File: src/rtl/irq_pkg.sv
package irq_pkg;
    typedef enum logic [1:0] {
        CH_LVL_CLR   = 2'b00,
        CH_LVL_SET   = 2'b01,
        CH_EDGE_IDLE = 2'b10,
        CH_EDGE_PEND = 2'b11
    } ch_state_e;
endpackage

File: src/rtl/irq_sync.sv
module irq_sync #(
    parameter int STAGES = 2
) (
    input  logic clk,
    input  logic rst_n,
    input  logic din,
    output logic dout
);
    logic [STAGES-1:0] chain_q;

    generate
        if (STAGES == 1) begin : g_one
            always_ff @(posedge clk or negedge rst_n) begin
                if (!rst_n) chain_q <= '1;
                else        chain_q <= din;
            end
        end else begin : g_many
            always_ff @(posedge clk or negedge rst_n) begin
                if (!rst_n) chain_q <= '1;
                else        chain_q <= {chain_q[STAGES-2:0], din};
            end
        end
    endgenerate

    assign dout = chain_q[STAGES-1];
endmodule

File: src/rtl/irq_fall_det.sv
module irq_fall_det (
    input  logic clk,
    input  logic rst_n,
    input  logic level,
    output logic fall
);
    logic prev_q;

    always_ff @(posedge clk or negedge rst_n) begin
        if (!rst_n) prev_q <= 1'b1;
        else        prev_q <= level;
    end

    assign fall = prev_q & ~level;
endmodule

File: src/rtl/irq_chan_fsm.sv
module irq_chan_fsm
    import irq_pkg::*;
(
    input  logic clk,
    input  logic rst_n,
    input  logic pin_s,
    input  logic fall,
    input  logic ack,
    input  logic wr_en,
    input  logic wr_trig,
    input  logic wr_flag,
    output logic flag,
    output logic trig
);
    ch_state_e state_q, state_d;

    always_ff @(posedge clk or negedge rst_n) begin
        if (!rst_n) state_q <= CH_LVL_CLR;
        else        state_q <= state_d;
    end

    always_comb begin
        state_d = state_q;
        if (wr_en) begin
            if (wr_trig) state_d = wr_flag ? CH_EDGE_PEND : CH_EDGE_IDLE;
            else         state_d = pin_s ? CH_LVL_CLR : CH_LVL_SET;
        end else begin
            unique case (state_q)
                CH_EDGE_IDLE: if (fall) state_d = CH_EDGE_PEND;
                CH_EDGE_PEND: if (ack && !fall) state_d = CH_EDGE_IDLE;
                CH_LVL_CLR:   if (!pin_s) state_d = CH_LVL_SET;
                CH_LVL_SET:   if (pin_s) state_d = CH_LVL_CLR;
                default:      state_d = CH_LVL_CLR;
            endcase
        end
    end

    always_comb begin
        flag = 1'b0;
        trig = 1'b0;
        unique case (state_q)
            CH_EDGE_IDLE: begin flag = 1'b0; trig = 1'b1; end
            CH_EDGE_PEND: begin flag = 1'b1; trig = 1'b1; end
            CH_LVL_CLR:   begin flag = 1'b0; trig = 1'b0; end
            CH_LVL_SET:   begin flag = 1'b1; trig = 1'b0; end
            default:      begin flag = 1'b0; trig = 1'b0; end
        endcase
    end

    // a detected fall in edge mode leaves the flag set
    a_r2_fall_sets: assert property (@(posedge clk) disable iff (!rst_n)
        (trig && fall && !wr_en) |=> flag);
    // acknowledge without a new fall clears an edge request
    a_r4_ack_clears: assert property (@(posedge clk) disable iff (!rst_n)
        (trig && flag && ack && !fall && !wr_en) |=> !flag);
    // coincident fall and acknowledge keep the request
    a_r6_no_lost_req: assert property (@(posedge clk) disable iff (!rst_n)
        (trig && flag && ack && fall && !wr_en) |=> flag);
    // level mode flag mirrors the inverted synchronized pin
    a_r5_level_tracks: assert property (@(posedge clk) disable iff (!rst_n)
        (!trig && !wr_en) |=> (flag == !$past(pin_s)));
    // trigger type moves only on a write
    a_r8_trig_hold: assert property (@(posedge clk) disable iff (!rst_n)
        !wr_en |=> $stable(trig));
    // edge-mode write loads the flag
    a_r7_write_flag: assert property (@(posedge clk) disable iff (!rst_n)
        (wr_en && wr_trig) |=> (flag == $past(wr_flag)));
endmodule

File: src/rtl/ext_irq_flags.sv
module ext_irq_flags #(
    parameter int NUM_CH      = 2,
    parameter int SYNC_STAGES = 2
) (
    input  logic              clk,
    input  logic              rst_n,
    input  logic [NUM_CH-1:0] pin_n,
    input  logic [NUM_CH-1:0] ack,
    input  logic              wr_en,
    input  logic [NUM_CH-1:0] wr_trig,
    input  logic [NUM_CH-1:0] wr_flag,
    output logic [NUM_CH-1:0] irq_flag,
    output logic [NUM_CH-1:0] irq_trig
);
    logic [NUM_CH-1:0] pin_s;
    logic [NUM_CH-1:0] fall;

    generate
        for (genvar c = 0; c < NUM_CH; c++) begin : g_ch
            irq_sync #(.STAGES(SYNC_STAGES)) u_sync (
                .clk   (clk),
                .rst_n (rst_n),
                .din   (pin_n[c]),
                .dout  (pin_s[c])
            );

            irq_fall_det u_fall (
                .clk   (clk),
                .rst_n (rst_n),
                .level (pin_s[c]),
                .fall  (fall[c])
            );

            irq_chan_fsm u_fsm (
                .clk     (clk),
                .rst_n   (rst_n),
                .pin_s   (pin_s[c]),
                .fall    (fall[c]),
                .ack     (ack[c]),
                .wr_en   (wr_en),
                .wr_trig (wr_trig[c]),
                .wr_flag (wr_flag[c]),
                .flag    (irq_flag[c]),
                .trig    (irq_trig[c])
            );
        end
    endgenerate

    // an acknowledge on one channel never raises any flag
    a_r9_ack_no_raise: assert property (@(posedge clk) disable iff (!rst_n)
        (!wr_en && (ack != '0) && (fall == '0) && (pin_s == '1)) |=> ((irq_flag & ~$past(irq_flag)) == '0));
endmodule

File: config.mk
export PLATFORM = sky130hd
export DESIGN_NAME = ext_irq_flags
export DESIGN_NICKNAME = d
export VERILOG_FILES = /design/src/rtl/irq_pkg.sv /design/src/rtl/irq_sync.sv /design/src/rtl/irq_fall_det.sv /design/src/rtl/irq_chan_fsm.sv /design/src/rtl/ext_irq_flags.sv
export SDC_FILE = /design/constraint.sdc
export NUM_CORES = 1
export LEC_CHECK = 0
export BUFFER_PORTS_ARGS = -buffer_cell sky130_fd_sc_hd__buf_2
export CAP_MARGIN = 25
export CORE_AREA = 2 2 39 41
export DETAILED_ROUTE_END_ITERATION = 7
export DIE_AREA = 0 0 41 43
export SYNTH_ARGS = -nofsm -noshare
export SYNTH_HDL_FRONTEND = slang
export SYNTH_SLANG_ARGS = --single-unit
export TNS_END_PERCENT = 5
File: constraint.sdc
create_clock -name clk -period 1.6 [get_ports clk]
set_input_delay 0.16 -clock clk [delete_from_list [all_inputs] [get_ports clk]]
set_output_delay 0.16 -clock clk [all_outputs]
set_load 0.02 [all_outputs]
# == After elaboration in Yosys (flattened, before gate mapping) ==
# Index checks and enable logic that the tools add are counted.
# op_classes
n_eq_ne,14
n_mux,22
bitwise_logic,4
reduce_logical,16
# ops
operator,count
2-bit 2-to-1 mux,12
2-bit one-hot mux with 4 select lines,2
2-bit OR reduction,8
3-bit by 2-bit inequality test with 1-bit output (second input constant),4
3-bit inequality test (second input constant),4
2-bit == test (second input constant),4
1-bit one-hot mux with 2 select lines,4
4-bit AND reduction,2
2-bit by 1-bit == test with 1-bit output (second input constant),2
2-bit logical NOT,2
1-bit 2-to-1 mux,4
1-bit AND,2
1-bit logical AND,2
1-bit logical NOT,2
1-bit NOT,2
# word_totals
regBits,10
inputBits,11
output_inout_bits,4
elab_cells,62

# == Depth between registers and ports, before layout ==
# Gate-level depths: netlist of run 1.
# logic_depth
depth_word,7
ltp_mapped,3
ltp_nobuf,3

# == Modules after synthesis ==
# Synthesis of run 1 repeated with hierarchy kept, for this count alone.
# hier_totals
cells_unflattened,32
area_unflattened_um2,405.4
# modules_own_cells
module,n_inst,cells_per_inst,area_per_inst_um2,seq_area_each_um2
irq_chan_fsm,2,12,110.1,50.0
irq_sync,2,2,52.6,52.6
irq_fall_det,2,2,40.0,26.3

# == Least setup slack after synthesis of run 1 ==
# Ideal clock, no wire load.
# synth_timing
path_kind,flip-flop to flip-flop
from,reg g_ch[0].u_fsm.state_q[1]
to,reg g_ch[0].u_fsm.state_q[0]
setup_ns,0.124
arrival_ns,0.795
required_ns,1.476
slack_ns,0.681
stages_incl_launch_ff,3
n_path_buf,0
synth_period_minus_slack_ns,0.919
path_cell_list,dfrtp_1 > and3b_1 > o31a_1
# synth_between
elab_chain_cells,3
word_cells_on_any_way,11
classes_between,eq/ne (7); mux (2); reduce/logical (2)
# synth_rtl
item,line_no,rtl
"start, declared",irq_chan_fsm.sv:15,"ch_state_e state_q, state_d;"
"start signal, assigned",irq_chan_fsm.sv:19,else state_q <= state_d;
2-bit == test (tied with other cells),irq_chan_fsm.sv:28,unique case (state_q)
3-bit by 2-bit inequality test with 1-bit output (no source line) (tied with other cells),-,
4-bit AND reduction (no source line) or 2-bit 2-to-1 mux (tied branches),-,
# Several ways; a longest one is shown, not always the timed one.
# A chain may end at the register's enable or synchronous reset.

# == Worst setup path after layout of run 1 ==
# layout_timing
from,reg g_ch[1].u_fsm.state_q[1]
to,out irq_trig[1]
# layout_between
elab_chain_cells,3
word_cells_on_any_way,7
classes_between,eq/ne (3); mux (1); reduce/logical (3)
# layout_rtl
item,line_no,rtl
"start, declared",irq_chan_fsm.sv:15,
"start signal, assigned",irq_chan_fsm.sv:19,
2-bit by 1-bit == test with 1-bit output (tied with other cells),irq_chan_fsm.sv:41,unique case (state_q)
2-bit OR reduction (no source line),-,
1-bit one-hot mux with 2 select lines *,irq_chan_fsm.sv:41,
"end, declared",ext_irq_flags.sv:13,output logic [NUM_CH-1:0] irq_trig
# Every way passes the cells marked *; elsewhere a longest branch is shown, timed or not.

==> results.toml, run 1 <==
[setup_path]
max_stage_delay_ns = 0.40
reg2regPathDepth = 2
worstSetupStartpointType = "register"
crit_chain = "buf_2"
worst_ep_required_time_ns = 1.44
crit_family = "flip-flops"
worstPathMaxFanout = 4
worstPathArrival_ns = 0.83
timing.rr.start = "g_ch[0].u_fsm.state_q[1]"
criticalPathCategory = "reg2out"
critPathBufInv = 1
cp_slowest_cell = "dfrtp_1"
r2r_slack_ns = 0.64
crit-reg2reg-capture = "g_ch[0].u_fsm.state_q[0]"
endpoint_kind = "output pin"

[cts]
numCtsBuffers = 3
path_clk_slew_ns = 0.07
post_cts_buffers = 0
cts.path.max_buffers = 2
cts_num_sinks = 10
cts_root_buf = "clkbuf_4"
cts-htree-levels = 1
cts-resized-gates = 0
cts_tree = "done"
clk_latency_ns = 0.26

[global_routing]
antenna_found_initial = 0
grt_max_degree = 11
grt_usage_pct = 9.22
grt_pass1_vias = 236
grt_first_pass_wirelength_um = 945
overflow = 0

[synth]
yosys_warnings = 0
synth_adder_area_share_pct = 0
synth-seq-cells = 10
synthSimpleGateAreaFrac_pct = 6.25
syn-cell-area_um2 = 400
yosys-mux-area-fraction_pct = 5.62
synth_top_family_by_area = "buffers and inverters"
synth.distinct_cells = 11
syn-num-nets = 43
syn_inst = 32
synthXorXnorAreaFrac_pct = 0
synth_compound_area_share_pct = 10.6
syn_area_per_cell_um2 = 12.5
synth-seq-area-share_pct = 64.4

[cells_and_area]
diodes = 0
fin_nets = 57
area_growth_pct = 25.3
final_cell_mix = "14 x buf_2, 6 x dfstp_2, 4 x dfrtp_1, 3 x clkbuf_4, 3 x dlygate4sd3_1"
layout-drive-gt1-share_pct = 51.1
final_area_um2 = 502
mostFrequentLayoutCell = "buf_2"

[floorplan]
io_pins = 15
fp.dieArea_um2 = 1760
initial_core_util_pct = 28.9
floorplan.rows = 14
die_width_um = 41
die_h_um = 43
core_area_um2 = 1380

[route]
drt-total-wl_um = 598
drc_errors = 0
drtIter0Drc = 1
vias = 268
avgViaCountPerCell = 4.39
ant_nets = 0
drtPass1Iterations = 2
avgRoutedWirePerCell_um = 9.80

[sta]
fmax_ghz = 1.01
post-route-period-util_pct = 62.0
rsz0062_at_grt = "false"
report.final.setup_viol = 0
max_slew_margin_pct = 85.5
tns_ns = 0
final_max_slew_viol_count = 0
whs_ns = 0.142
period_needed_ns = 0.991
max_slew.worst_pin.slew_ns = 0.218
final.setup_skew_ns = 0.00900
hold_viol_final = 0

[power_and_ir_drop]
p_leak_uw = 0.000239
peakVddDrop_mv = 0.492
powerDensity_nw_per_um2 = 1060

[place]
place.gp.congestion = 0.582
port_buffers = 14
dpl_cell_area_um2 = 445

[min_path]
hold_depth = 2
hp-class = "in2reg"
worstHoldStart = "wr_trig[0]"
hold_end = "g_ch[0].u_fsm.state_q[1]"

[status]
status = "complete, no violations"

[flow_run]
drv_cap = 0
## where the power goes
group / internal, uW / switching, uW / leakage [uW]
combinational: 32.8 / 34.4 / 0.000114
clock: 96.1 / 82.4 / 0.0000150
sequential: 277 / 9.81 / 0.000110
total: 406 / 127 / 0.000239
## synth_stat cells
cell / count / share of area, %
buf_4: 4 / 7.5
clkbuf_1: 4 / 3.7
o31a_1: 2 / 4.4
dfrtp_1: 4 / 25
nand2_1: 2 / 1.9
a21oi_1: 2 / 2.5
inv_1: 2 / 1.9
mux2_1: 2 / 5.6
o211ai_1: 2 / 3.7
dfstp_2: 6 / 39
and3b_1: 2 / 4.4
## repair_timing
item,CTS,global route
hold endpoints to repair,12,0
endpoints found under the setup margin,0,0
hold buffers,3,0
## registers in the layout (all words and copies together), names as in the netlist
register / cells
g_ch.u_fall.prev_q: 2
g_ch.u_sync.chain_q: 4
g_ch.u_fsm.state_q: 4
## stage by stage
step	setup slack [ns]	util, %	std cells	power (uW)
final	0.609	36.3	61	533
after global routing	0.562	36.3	61	567
after CTS	0.598	36.3	61	546
after detailed placement	0.644	32.2	54	354
after global placement	0.650	32.2	54	354
after floorplan	0.681	-	32	341
## per-layer routing
metal | part of all wire, % | track usage (%)
met4 | 1.7 | 6.00
met2 | 47 | 11.3
met3 | 11 | 9.42
met1 | 40 | 9.27
met5 | 0 | 0
## cells by family (layout without fill, tap and decap cells)
group / Yosys count / count (layout)
flip-flops: 10 / 10
buffers and inverters: 10 / 23
AND/OR/NAND/NOR: 4 / 4
multiplexers: 2 / 2
AO/OA/AOI/OAI: 6 / 6
## worst reg2reg max path: stages, from the launching register on
cell and delay [ns]:
dfrtp_1 0.40, and3b_1 0.18, o31a_1 0.27
## final cells by class
class                           count  area (um2)
Tap cell                           16        20.0
Clock buffer                        4        26.3
Timing Repair Buffer               17         100
Sequential cell                    10         258
Inverter                            2        7.51
Multi-Input combinational cell     12        90.1
Fill cell                         136         882
## worst max-delay path by stage
stage / start / end / slack [ns] / depth (start not counted)
after global placement: g_ch[0].u_fsm.state_q[1] / g_ch[0].u_fsm.state_q[0] / 0.65 / 2
final: g_ch[1].u_fsm.state_q[1] / irq_trig[1] / 0.61 / 1
after CTS: g_ch[0].u_fsm.state_q[1] / irq_trig[0] / 0.60 / 1
after detailed placement: g_ch[0].u_fsm.state_q[1] / g_ch[0].u_fsm.state_q[0] / 0.64 / 2
after floorplan: g_ch[0].u_fsm.state_q[1] / g_ch[0].u_fsm.state_q[0] / 0.68 / 2
after global routing: g_ch[0].u_fsm.state_q[1] / irq_trig[0] / 0.56 / 1
Power figures use the tool's default switching activity.
==> run 2, diff against run 1 <==
clock period = 1 ns   (was 1.6 ns; I/O delays follow)
==> run 2 against run 1 <==
Sequential share of layout area decreased by 2.7 points. Setup slack got worse by 0.58 ns. Global-route usage decreased by 0.87 points. Die area unchanged. Critical endpoint is now irq_trig[0].
==> results.toml, run 2 (synthesis gave the netlist of run 1 again) <==
[setup_path]
crit-reg2reg-capture = "g_ch[1].u_fsm.state_q[0]"
timing.rr.start = "g_ch[1].u_fsm.state_q[1]"
r2r_slack_ns = 0.06
cp_slowest_cell = "dfrtp_1"
worstPathMaxFanout = 3
reg2regPathDepth = 2
path_depth = 2
worst_ep_required_time_ns = 0.90
critPathBufInv = 2
max_stage_delay_ns = 0.38
criticalPathCategory = "reg2out"
worstSetupStartpointType = "register"
crit_chain = "buf_6, buf_6"
cpMostUsedCell = "buf_6"
endpoint_kind = "output pin"
worstPathArrival_ns = 0.87
crit_family = "flip-flops"

[floorplan]
floorplan.rows = 14
die_width_um = 41
core_area_um2 = 1380
fp.dieArea_um2 = 1760
io_pins = 15
die_h_um = 43
initial_core_util_pct = 28.9

[cts]
clk_latency_ns = 0.25
cts.path.max_buffers = 2
post_cts_buffers = 0
path_clk_slew_ns = 0.06
cts_root_buf = "clkbuf_4"
numCtsBuffers = 3
cts_tree = "done"
cts_num_sinks = 10
cts-htree-levels = 1

[place]
dpl_cell_area_um2 = 453
place.gp.congestion = 0.574
hpwl_um = 460
port_buffers = 14
post-place-ws_ns = 0.0608

[route]
drtPass1Iterations = 1
ant_nets = 0
wl_met3_um = 33
met2WireLength_um = 254
avgRoutedWirePerCell_um = 9.31
routed.top_layer = "met3"
drtIter0Drc = 0
drc_errors = 0
vias = 255
drt-total-wl_um = 577
wl_met1_um = 290
avgViaCountPerCell = 4.11

[status]
status = "complete, no violations"

[cells_and_area]
num-fill-cells = 137
fin_nets = 58
diodes = 0
mostFrequentLayoutCell = "buf_2"
layout-drive-gt1-share_pct = 54.3
final_area_um2 = 529
final_cell_mix = "13 x buf_2, 6 x dfstp_2, 4 x dfrtp_1, 3 x clkbuf_4, 3 x dlygate4sd3_1"
area_growth_pct = 32.2
reg_top3 = "g_ch.u_fsm.state_q x4, g_ch.u_sync.chain_q x4, g_ch.u_fall.prev_q x2"

[sta]
hold_viol_final = 0
whs_ns = 0.0950
post-route-period-util_pct = 97.3
fmax_ghz = 1.03
report.final.setup_viol = 0
rsz0062_at_grt = "true"
final.setup_skew_ns = 0.00303
final_max_slew_viol_count = 0
period_needed_ns = 0.973
max_slew_margin_pct = 85.7
max_slew.worst_pin.slew_ns = 0.215
layout_setup_ws_ns = 0.0267

[power_and_ir_drop]
powerDensity_nw_per_um2 = 1750
seqPwrFrac_pct = 49.3
power_frac_comb_pct = 13.3
p_leak_uw = 0.000253
p_int_uw = 728
peakVddDrop_mv = 0.765
p_sw_uw = 200
p_sw_share_pct = 21.5
clockPowerShare_pct = 37.4

[global_routing]
grt_pass1_vias = 241
grt_max_degree = 11
overflow = 0
grt_first_pass_wirelength_um = 917
antenna_found_initial = 0
grt_usage_pct = 8.35

[min_path]
worstHoldStart = "wr_trig[1]"
hold_end = "g_ch[1].u_fsm.state_q[1]"
hold_depth = 2
hp-class = "in2reg"

[flow_run]
drv_cap = 0
run 2: worst max-delay path by stage:
stage / startpoint / endpoint / slack, ns
floorplan: g_ch[0].u_fsm.state_q[1] / g_ch[0].u_fsm.state_q[0] / 0.08
global placement: g_ch[1].u_fsm.state_q[1] / g_ch[1].u_fsm.state_q[0] / 0.06
detailed placement: g_ch[1].u_fsm.state_q[1] / g_ch[1].u_fsm.state_q[0] / 0.06
CTS: g_ch[0].u_fsm.state_q[1] / irq_trig[0] / 0.001
global route: g_ch[0].u_fsm.state_q[1] / irq_trig[0] / -0.006
finish: g_ch[0].u_fsm.state_q[1] / irq_trig[0] / 0.03
run 2: timing repair:
action,in CTS,in global routing
hold buffers,3,0
setup endpoints to repair,1,1
endpoints found under the hold margin,12,0
gates resized for setup,2,1
run 2: cell type report:
class,instances,area (um2),share of cell area [%]
inverters,2,7.51,1.42
multi-input cells,12,90.1,17.0
well taps,16,20.0,3.78
flip-flops and latches,10,258,48.7
repair buffers,18,118,22.2
clock buffers,4,36.3,6.86
run 2: power by group through the flow:
stage / Combinational (uW) / Clock [uW] / Sequential [uW]
after floorplan: 84.2 / 0 / 462
after global placement: 108 / 0 / 464
after detailed placement: 109 / 0 / 464
after CTS: 124 / 364 / 457
after global routing: 136 / 390 / 461
final: 124 / 347 / 458
run 2: per-layer routing:
metal | GRT usage, % | up-vias
met3 | 3.14 | 0
met2 | 10.3 | 8
met5 | 0 | -
met4 | 8.00 | 0
met1 | 10.4 | 117
li1 | - | 130
run 2: through the flow:
step	TNS [ns]	utilization [%]	std cells	power [uW]
global placement	0	32.7	55	572
detailed placement	0	32.7	55	573
floorplan	0	-	32	546
CTS	0	38.0	62	944
global route	-0.00590	38.2	62	987
finish	0	38.2	62	929
==> run 3, diff against run 2 <==
clock period = 0.8 ns   (was 1 ns; I/O delays follow)
==> run 3 against run 2 <==
The flow now finishes with violations (setup timing). Final area increased by 0.71%. Critical path depth unchanged. Setup slack got worse by 0.20 ns. Critical path type unchanged.
==> results.toml, run 3 (synthesis gave the netlist of run 1 again) <==
[status]
status = "finished with violations"
failed_checks = "setup timing"

[route]
avgViaCountPerCell = 4.34
drc_errors = 0
vias = 269
drtIter0Drc = 2
avgRoutedWirePerCell_um = 10.2
drt-total-wl_um = 634
ant_nets = 0
drtPass1Iterations = 2

[cts]
numCtsBuffers = 3
clk_latency_ns = 0.26
cts_root_buf = "clkbuf_4"
cts_num_sinks = 10
cts.path.max_buffers = 2
cts-htree-levels = 1
path_clk_slew_ns = 0.07
post_cts_buffers = 0
cts_tree = "done"

[floorplan]
floorplan.rows = 14
core_area_um2 = 1380
die_h_um = 43
die_width_um = 41
fp.dieArea_um2 = 1760
io_pins = 15
initial_core_util_pct = 28.9

[global_routing]
antenna_found_initial = 0
grt_pass1_vias = 231
grt.busiest_layer = "met2"
grt_max_degree = 11
grt_first_pass_wirelength_um = 917
use_met3_pct = 9.42
grtUsageMet1_pct = 7.77
grt_usage_pct = 8.97
overflow = 0
grt_use_met2_pct = 11.9

[cells_and_area]
mostFrequentLayoutCell = "buf_2"
reg_top3 = "g_ch.u_fsm.state_q x4, g_ch.u_sync.chain_q x4, g_ch.u_fall.prev_q x2"
area_growth_pct = 33.1
diodes = 0
final_cell_mix = "13 x buf_2, 6 x dfstp_2, 4 x dfrtp_1, 3 x clkbuf_4, 3 x dlygate4sd3_1"
finish.utilization_pct = 38.5
final_area_um2 = 533
layout-drive-gt1-share_pct = 56.5
fin_nets = 58

[setup_path]
r2r_slack_ns = -0.16
crit-reg2reg-capture = "g_ch[1].u_fsm.state_q[0]"
worst_ep_required_time_ns = 0.72
cpMostUsedCell = "buf_6"
timing.rr.start = "g_ch[1].u_fsm.state_q[1]"
cp-endpoint = "irq_trig[0]"
reg2regPathDepth = 2
crit_chain = "buf_6, buf_6"
crit_start = "g_ch[0].u_fsm.state_q[1]"
max_stage_delay_ns = 0.39
cp_slowest_cell = "dfrtp_1"
worstSetupStartpointType = "register"
worstPathMaxFanout = 3
criticalPathCategory = "reg2out"
worstPathArrival_ns = 0.89
endpoint_kind = "output pin"

[sta]
period_needed_ns = 0.975
final.setup_skew_ns = 0.00582
report.final.setup_viol = 8
layout_setup_ws_ns = -0.175
fmax_ghz = 1.03
max_slew_margin_pct = 86.0
hold_viol_final = 0
max_slew.worst_pin.slew_ns = 0.210
rsz0062_at_grt = "true"
post-route-period-util_pct = 122
final_max_slew_viol_count = 0

[power_and_ir_drop]
powerDensity_nw_per_um2 = 2210
p_leak_uw = 0.000257
peakVddDrop_mv = 1.30
finalPower_uw = 1180

[min_path]
hp-class = "in2reg"

[place]
dpl_cell_area_um2 = 453
port_buffers = 14
hpwl_um = 459
place.gp.congestion = 0.630

[flow_run]
drv_cap = 0
[run 3: worst max-delay path: cells and delay by family (launching register included)]
kind / cells / cell delay [ns]
flip-flops: 1 / 0.39
buffers and inverters: 2 / 0.24
[run 3: stage by stage]
| step | hold slack (ns) | setup TNS (ns) | std cells | setup slack, ns |
|---|---|---|---|---|
| 2_1_floorplan | -0.216 | -0.207 | 32 | -0.104 |
| 3_3_place_gp | -0.0539 | -0.320 | 55 | -0.115 |
| 3_5_place_dp | -0.0541 | -0.379 | 55 | -0.143 |
| 4_1_cts | 0.0612 | -0.877 | 62 | -0.185 |
| 5_1_grt | 0.0592 | -1.09 | 62 | -0.212 |
| 6_report | 0.0626 | -0.839 | 62 | -0.175 |
[run 3: area by class of cell]
| type | count | area (um2) |
|---|---|---|
| sequential | 10 | 258 |
| multi-input combinational | 12 | 93.8 |
| clock buffer | 4 | 36.3 |
| inverter | 2 | 7.51 |
| timing repair buffer | 18 | 118 |
| fill | 136 | 851 |
| tap | 16 | 20.0 |
[run 3: where the power goes]
| part | leakage, uW | total (uW) | switching (uW) | internal (uW) |
|---|---|---|---|---|
| logic | 0.000127 | 161 | 75.5 | 85.2 |
| clock network | 0.0000210 | 447 | 171 | 276 |
| registers | 0.000110 | 573 | 18.7 | 554 |
| total | 0.000257 | 1180 | 265 | 915 |
[run 3: metal layers]
layer | part of all wire [%] | wire (um)
met1 | 41 | 258
met2 | 47 | 296
met3 | 11 | 70
met4 | 1.4 | 9
met5 | 0 | 0
[run 3: timing repair]
item                                   CTS  global route
setup endpoints to repair                8             8
gates resized for setup                  4             0
endpoints found under the hold margin   12             0
pin swaps                                0             0
hold buffers                             3             0
[run 3: worst min path at each step]
stage / from / endpoint / slack (ns) / cells past startpoint
floorplan: rst_n / g_ch[0].u_fsm.state_q[0] / -0.22 / 0
global placement: rst_n / g_ch[0].u_fsm.state_q[1] / -0.05 / 1
detailed placement: rst_n / g_ch[0].u_fsm.state_q[1] / -0.05 / 1
CTS: wr_trig[0] / g_ch[0].u_fsm.state_q[1] / 0.06 / 2
global route: wr_trig[0] / g_ch[0].u_fsm.state_q[1] / 0.06 / 2
finish: wr_trig[0] / g_ch[0].u_fsm.state_q[1] / 0.06 / 2
